### config.mk
export PLATFORM = sky130hd
export DESIGN_NAME = tmr_irq_router
export DESIGN_NICKNAME = d
export VERILOG_FILES = /design/src/rtl/tmr_irq_pkg.sv /design/src/rtl/tmr_irq_chan.sv /design/src/rtl/tmr_irq_msg_arb.sv /design/src/rtl/tmr_irq_router.sv
export SDC_FILE = /design/constraint.sdc
export NUM_CORES = 1
export LEC_CHECK = 0
export BUFFER_PORTS_ARGS = -buffer_cell sky130_fd_sc_hd__buf_2
export CORE_ASPECT_RATIO = 1.25
export CORE_UTILIZATION = 30
export DETAILED_ROUTE_END_ITERATION = 7
export PLACE_DENSITY = 0.47
export SETUP_SLACK_MARGIN = 0.3
export SYNTH_ARGS = -nofsm -noshare
export SYNTH_HDL_FRONTEND = slang
export SYNTH_SLANG_ARGS = --single-unit
### constraint.sdc
create_clock -name clk -period 5 [get_ports clk]
set_input_delay 0.5 -clock clk [delete_from_list [all_inputs] [get_ports clk]]
set_output_delay 0.5 -clock clk [all_outputs]
set_load 0.01 [all_outputs]
### src/rtl/tmr_irq_pkg.sv
package tmr_irq_pkg;
  localparam int MSG_HW = 32;
  localparam int MSG_W  = 2 * MSG_HW;

  typedef struct packed {
    logic [MSG_HW-1:0] addr;
    logic [MSG_HW-1:0] data;
  } msg_t;
endpackage

### src/rtl/tmr_irq_chan.sv
module tmr_irq_chan (
  input  logic clk,
  input  logic rst_n,
  input  logic fire_i,
  input  logic clr_i,
  input  logic tmr_en_i,
  input  logic glb_en_i,
  input  logic lvl_i,
  input  logic msg_en_i,
  output logic status_o,
  output logic pulse_o,
  output logic hold_o,
  output logic msg_req_o
);
  logic act, men_rise;
  logic stat_q, stat_n, stat_en;
  logic pulse_q, pulse_n;
  logic men_q;

  assign act      = fire_i & tmr_en_i & glb_en_i;
  assign men_rise = msg_en_i & ~men_q;

  always_comb begin
    stat_n  = stat_q;
    stat_en = 1'b0;
    if (clr_i || (fire_i && !act) || men_rise) begin
      stat_n  = 1'b0;
      stat_en = 1'b1;
    end
    if (act && lvl_i && !msg_en_i) begin
      stat_n  = 1'b1;
      stat_en = 1'b1;
    end
    pulse_n = act & ~lvl_i & ~msg_en_i;
  end

  always_ff @(posedge clk or negedge rst_n) begin
    if (!rst_n) begin
      stat_q  <= 1'b0;
      pulse_q <= 1'b0;
      men_q   <= 1'b0;
    end else begin
      if (stat_en) stat_q <= stat_n;
      pulse_q <= pulse_n;
      men_q   <= msg_en_i;
    end
  end

  assign status_o  = stat_q;
  assign pulse_o   = pulse_q;
  assign hold_o    = stat_q & lvl_i & ~msg_en_i;
  assign msg_req_o = act & msg_en_i;
endmodule

### src/rtl/tmr_irq_msg_arb.sv
module tmr_irq_msg_arb
  import tmr_irq_pkg::*;
#(
  parameter int N = 3
) (
  input  logic         clk,
  input  logic         rst_n,
  input  logic [N-1:0] req_i,
  input  msg_t [N-1:0] pay_i,
  input  logic         ready_i,
  output logic         valid_o,
  output msg_t         pay_o
);
  localparam int SW = (N > 1) ? $clog2(N) : 1;

  logic [N-1:0] pend_q, pend_n, busy, take, sel_oh;
  msg_t [N-1:0] slot_q;
  logic [SW-1:0] src_q, src_n, sel;
  logic          valid_q, valid_n, load;
  msg_t          out_q, out_n;

  always_comb begin
    for (int i = 0; i < N; i++) begin
      busy[i] = pend_q[i] | (valid_q && (src_q == SW'(i)));
    end
    take = req_i & ~busy;
    sel  = '0;
    for (int i = N - 1; i >= 0; i--) begin
      if (pend_q[i]) sel = SW'(i);
    end
    load    = (!valid_q || ready_i) && (|pend_q);
    sel_oh  = load ? (N'(1) << sel) : '0;
    pend_n  = (pend_q | take) & ~sel_oh;
    valid_n = load ? 1'b1 : (ready_i ? 1'b0 : valid_q);
    out_n   = load ? slot_q[sel] : out_q;
    src_n   = load ? sel : src_q;
  end

  always_ff @(posedge clk or negedge rst_n) begin
    if (!rst_n) begin
      pend_q  <= '0;
      valid_q <= 1'b0;
      out_q   <= '0;
      src_q   <= '0;
      slot_q  <= '0;
    end else begin
      pend_q  <= pend_n;
      valid_q <= valid_n;
      if (load) begin
        out_q <= out_n;
        src_q <= src_n;
      end
      for (int i = 0; i < N; i++) begin
        if (take[i]) slot_q[i] <= pay_i[i];
      end
    end
  end

  assign valid_o = valid_q;
  assign pay_o   = out_q;
endmodule

### src/rtl/tmr_irq_router.sv
module tmr_irq_router
  import tmr_irq_pkg::*;
#(
  parameter int N_TMR    = 3,
  parameter int N_LINE   = 24,
  parameter int RT_W     = 5,
  parameter int RTC_LINE = 8
) (
  input  logic                    clk,
  input  logic                    rst_n,
  input  logic [N_TMR-1:0]        fire_i,
  input  logic [N_TMR-1:0]        clr_i,
  input  logic [N_TMR-1:0]        tmr_en_i,
  input  logic [N_TMR-1:0]        lvl_i,
  input  logic [N_TMR-1:0]        msg_en_i,
  input  logic [N_TMR*RT_W-1:0]   route_i,
  input  logic [N_TMR*MSG_W-1:0]  msg_reg_i,
  input  logic                    glb_en_i,
  input  logic                    legacy_i,
  input  logic                    rtc_lvl_i,
  input  logic                    msg_ready_i,
  output logic [N_LINE-1:0]       irq_o,
  output logic [N_TMR-1:0]        status_o,
  output logic                    msg_valid_o,
  output logic [MSG_HW-1:0]       msg_addr_o,
  output logic [MSG_HW-1:0]       msg_data_o
);
  logic [N_TMR-1:0]            pulse, hold, msg_req;
  logic [N_TMR-1:0][RT_W-1:0]  eff_line;
  msg_t [N_TMR-1:0]            pay;
  msg_t                        pay_out;
  logic                        rtc_q;
  logic [N_LINE-1:0]           irq_n;

  for (genvar i = 0; i < N_TMR; i++) begin : g_chan
    tmr_irq_chan u_chan (
      .clk       (clk),
      .rst_n     (rst_n),
      .fire_i    (fire_i[i]),
      .clr_i     (clr_i[i]),
      .tmr_en_i  (tmr_en_i[i]),
      .glb_en_i  (glb_en_i),
      .lvl_i     (lvl_i[i]),
      .msg_en_i  (msg_en_i[i]),
      .status_o  (status_o[i]),
      .pulse_o   (pulse[i]),
      .hold_o    (hold[i]),
      .msg_req_o (msg_req[i])
    );

    assign pay[i] = msg_reg_i[i*MSG_W +: MSG_W];

    if (i == 0) begin : g_leg0
      assign eff_line[i] = legacy_i ? '0 : route_i[i*RT_W +: RT_W];
    end else if (i == 1) begin : g_leg1
      assign eff_line[i] = legacy_i ? RT_W'(RTC_LINE) : route_i[i*RT_W +: RT_W];
    end else begin : g_own
      assign eff_line[i] = route_i[i*RT_W +: RT_W];
    end
  end

  tmr_irq_msg_arb #(.N(N_TMR)) u_arb (
    .clk     (clk),
    .rst_n   (rst_n),
    .req_i   (msg_req),
    .pay_i   (pay),
    .ready_i (msg_ready_i),
    .valid_o (msg_valid_o),
    .pay_o   (pay_out)
  );

  always_ff @(posedge clk or negedge rst_n) begin
    if (!rst_n) rtc_q <= 1'b0;
    else        rtc_q <= rtc_lvl_i;
  end

  always_comb begin
    irq_n = '0;
    for (int i = 0; i < N_TMR; i++) begin
      if ((hold[i] || pulse[i]) && (int'(eff_line[i]) < N_LINE)) irq_n[eff_line[i]] = 1'b1;
    end
    if (rtc_q && !legacy_i) irq_n[RTC_LINE] = 1'b1;
  end

  assign irq_o      = irq_n;
  assign msg_addr_o = pay_out.addr;
  assign msg_data_o = pay_out.data;
endmodule

# Word level (Yosys, flattened, before mapping)
# Cells that the tools add are included.
# classes
n_eq_ne	2
n_reduce_logical	47
n_shift	1
magnitude_cmp	10
n_mux	32
bitwise_logic	43
# op_table
op	count
binary-select mux 64 bit (select 2 bit)	1
2-to-1 mux 24 bit	3
2-to-1 mux 64 bit	1
OR 24 bit	2
AND 1 bit	24
logical AND 1 bit	20
< comparator 5 x 6 -> 1 bit, second input constant	3
2-to-1 mux 1 bit	18
demux 1 bit (select 5 bit)	3
>= comparator 5 x 1 -> 1 bit, second input constant	3
< comparator 5 bit, second input constant	3
logical OR 1 bit	10
2-to-1 mux 5 bit	2
NOT 1 bit	9
logical NOT 1 bit	8
nonzero test 2 bit	4
AND 3 bit	2
2-to-1 mux 2 bit	3
NOT 3 bit	2
AND reduction 2 bit	3
< comparator 2 x 3 -> 1 bit, second input constant	1
2-to-1 mux 3 bit	1
OR 1 bit	3
OR 3 bit	1
5 further kinds	5
# word_totals
output_inout_bits	92
ff_bits	272
input_bits	228
word_cells	156

# Longest topological paths before layout
# depth
depth_word	11
depth_mapped	6
mapped_depth_nobuf	4

# Modules after synthesis
# A second synthesis with hierarchy kept.
# hier_totals
cells_unflattened	1090
area_unflattened_um2	13008.7
# by_module_without_submodules
module	seq_area_each_um2	area_each_um2	instances	cells_per_inst
tmr_irq_msg_arb	6556.3	11730.0	1	943
tmr_irq_router	25.0	888.4	1	108
tmr_irq_chan	75.1	130.1	3	13

# Worst setup path before layout
# Ideal clock, no wire load.
# synth_timing
path_type	in2out
from	input port msg_en_i[2]
to	output port irq_o[5]
path_buffers	0
stages	4
path_slack_ns	2.941
arrival_time_ns	1.559
path_cell_list	nand3b_1 -> a21boi_0 -> nand2_1 -> o221ai_1
# synth_via
elab_chain_len	5
# synth_lines
item	line_no	source
start: declaration	tmr_irq_router.sv:15	input logic [N_TMR-1:0] msg_en_i,
NOT 1 bit	tmr_irq_chan.sv:51	assign hold_o = stat_q & lvl_i & ~msg_en_i;
AND 1 bit	tmr_irq_chan.sv:51	
logical OR 1 bit	tmr_irq_router.sv:80	if ((hold[i] || pulse[i]) && (int'(eff_line[i]) < N_LINE)) irq_n[eff_line[i]] = 1'b1;
logical AND 1 bit	tmr_irq_router.sv:80	
2-to-1 mux 24 bit	tmr_irq_router.sv:80	
end: declaration	tmr_irq_router.sv:22	output logic [N_LINE-1:0] irq_o,
# Every way passes these cells.

# Worst setup path in the final report
# layout_timing
from	register g_chan[2].u_chan.stat_q
to	output port irq_o[21]
# layout_via
elab_chain_len	5
# layout_lines
item	line_no	source
start: declaration	tmr_irq_chan.sv:16	logic stat_q, stat_n, stat_en;
start signal: assignment	tmr_irq_chan.sv:43	if (stat_en) stat_q <= stat_n;
AND 1 bit (2 in a row)	tmr_irq_chan.sv:51	
logical OR 1 bit	tmr_irq_router.sv:80	
logical AND 1 bit	tmr_irq_router.sv:80	
2-to-1 mux 24 bit	tmr_irq_router.sv:80	
# Every way passes these cells.

==> flow_metrics.py <==
metrics = {
    "power_and_ir_drop": {
        "leakagePower_nw": 7.36,
        "ir_drop_mv": 0.357,
        "power.density_nw_per_um2": 591,
        "power_w": 0.00919,
    },
    "drt": {
        "routed-via-count": 9232,
        "wl_per_cell_um": 20.6,
        "dr_wl_met3_um": 2270,
        "maxUsedRoutingLayer": "met5",
        "drc": 0,
        "finalWirelength_um": 39200,
        "wl_met2_um": 19700,
        "detail_route.iter0.violations": 338,
        "drt-pass1-iter-count": 4,
        "routedLengthMet1_um": 16200,
        "routed_via_density": 4.84,
        "ant_nets": 0,
    },
    "timing": {
        "clock-skew-final_ns": 0.00976,
        "fin_tns_setup_ns": 0,
        "tightest_slew_ns": 1.04,
        "finalSetupViolations": 0,
        "hold_viol": 10,
        "finalMaxSlewViolations": 0,
        "fmax_ghz": 0.333,
        "whs_ns": -0.0260,
        "period_needed_ns": 3.00,
        "rsz0062_at_grt": "false",
        "fin_crit_sh_pct": 60.0,
        "relSlewSlack_pct": 30.5,
    },
    "global_routing": {
        "grt.overflow.total": 0,
        "grt_util_all_layers_pct": 18.4,
        "grt_first_pass_wirelength_um": 59200,
        "grt_pass1_vias": 9670,
        "grt_start_max_net_pins": 117,
        "antenna_found_initial": 9,
    },
    "floorplan": {
        "rows": 83,
        "die_area_sq_um": 42800,
        "start_util_pct": 30.5,
        "io_pins": 320,
        "die_y_um": 231,
        "die_x_um": 185,
        "core_sq_um": 41200,
    },
    "clock_network": {
        "cts_buffers": 30,
        "cts_tree": "built",
        "root_buffer": "clkbuf_16",
        "cts_setup_buffers": 0,
        "cts_resized": 0,
        "cts_buffer_depth": 3,
        "cts_max_level": 1,
        "cts_sinks": 272,
        "clkTransAtPathRegs_ns": 0.06,
        "hold_buffers": 0,
        "clk_latency_ns": 0.56,
    },
    "layout": {
        "final_cell_mix": "318 x buf_2, 272 x dfrtp_1, 98 x mux2_4",
        "final_common_cell": "buf_2",
        "multiInputGateArea_sq_um": 5350,
        "nFillCells": 4214,
        "nNetsFinal": 1558,
        "area.sequential_sq_um": 6810,
        "syn2layout_area_growth_pct": 23.7,
        "drive_gt1_share_pct": 42.9,
    },
    "status": {
        "outcome": "finished with violations",
        "violations": "negative hold slack",
    },
    "place": {
        "place_hpwl_um": 26500,
        "gp_congestion": 0.843,
        "port_buffers": 319,
    },
    "setup_path": {
        "cp_data_arrival_time_ns": 2.50,
        "r2r_start": "u_arb.valid_o",
        "worst_path_max_delay_cell": "a21boi_0",
        "critPathTopFamily": "compound AO/OA/AOI/OAI gates",
        "critPathRequiredTime_ns": 4.50,
        "cp_slowest_stage_delay_ns": 0.64,
        "cp-start-kind": "flip-flop",
        "cp_cell_sequence": "nand3b_1 -> a21boi_0 -> nand2_1 -> o221ai_1 -> buf_2",
        "endpoint_kind": "primary output",
        "worstPathMaxFanout": 6,
        "path_class": "flip-flop to primary output",
        "critPathLaunch": "g_chan[2].u_chan.status_o",
        "crit_buf_inv": 1,
    },
    "synthesis": {
        "synth_cell_types": 43,
        "ys.flop_type": "dfrtp_1",
        "avgSynthCellArea_sq_um": 12.1,
        "synth-edff-count": 0,
        "synth-seq-cells": 272,
        "syn-num-nets": 1264,
        "yosysWarnings": 0,
        "synth_seq_area_share_pct": 54.1,
        "synthesis.area_sq_um": 12600,
        "synthArstFlopShare_pct": 100,
        "synthCells": 1036,
    },
    "run": {
        "max_cap_violations": 0,
    },
    "hold_path": {
        "min_path_type": "primary input to asynchronous set/reset pin",
    },
}
==> state kept, by name, summed over array words and instances, names as in the netlist, 2 cells and up <==
name                    count
g_chan.u_chan.men_q         3
g_chan.u_chan.pulse_o       3
g_chan.u_chan.status_o      3
u_arb.pay_o                64
u_arb.pend_q                3
u_arb.slot_q              192
u_arb.src_q                 2
==> worst register-to-register path, stage by stage, from the launching register on <==
cell	delay (ns)
dfrtp_1	0.50
a31oi_1	0.31
nand3_4	0.68
buf_4	0.62
mux2_4	0.37
==> cells by family after synthesis <==
kind of cell / Yosys count / share of synthesized area [%]
buf+inv: 84 / 3.87
flops: 272 / 54.1
mux: 192 / 20.1
simple gates: 257 / 10.6
compound gates: 231 / 11.3
==> stage by stage <==
stage	cells	utilization, %	area (sq um)	setup WS (ns)
6_report	1908	37.7	15600	2.00
5_1_grt	1905	37.7	15500	1.75
4_1_cts	1905	37.7	15500	2.00
3_5_place_dp	1850	35.4	14600	2.05
3_3_place_gp	1850	35.4	14600	2.06
2_1_floorplan	1036	-	12600	2.94
==> cell type report <==
type	instances	share of cell area, %
diodes	3	0.0483
clock buffers	47	5.76
clock inverters	8	0.298
inverters	12	0.290
multi-input cells	680	34.4
flip-flops and latches	272	43.8
well taps	552	4.44
repair buffers	334	11.1
==> cell usage after synthesis, types with 14 or more instances <==
| library cell | count | area, sq um |
|---|---|---|
| dfrtp_1 | 272 | 6810 |
| buf_2 | 14 | 70.1 |
| clkbuf_1 | 31 | 116 |
| mux2_4 | 98 | 1470 |
| o21ai_0 | 95 | 475 |
| nor2b_1 | 73 | 457 |
| a211oi_1 | 64 | 480 |
| o21ai_1 | 37 | 185 |
| nand3_1 | 41 | 205 |
| mux2_2 | 94 | 1060 |
| nand2_1 | 88 | 330 |
| buf_6 | 15 | 169 |
==> routing by layer <==
layer / vias to the layer above / global-route usage, %
li1: 4308 / -
met4: 10 / 6.07
met1: 4589 / 22.0
met3: 64 / 3.77
met5: - / 0
met2: 261 / 32.6
==> final timing paths <==
kind / endpoint / depth (start not counted) / slack (ns)
worst max-delay path: irq_o[21] / 5 / 2.00
worst min-delay path: u_arb.slot_q[180] / 1 / -0.03
worst max register to register: u_arb.slot_q[116] / 4 / 2.42
worst min register to register: u_arb.pay_o[53] / 2 / 0.47
max in group asynchronous: u_arb.pay_o[10] / 2 / 3.74
min in group clk: rtc_q / 1 / 0.06
==> power by group <==
part / switching [W] / internal (W)
Sequential: 0.000542 / 0.00326
Clock: 0.000902 / 0.00122
Combinational: 0.00164 / 0.00162
Note: power is estimated with default switching activity, not from simulation.
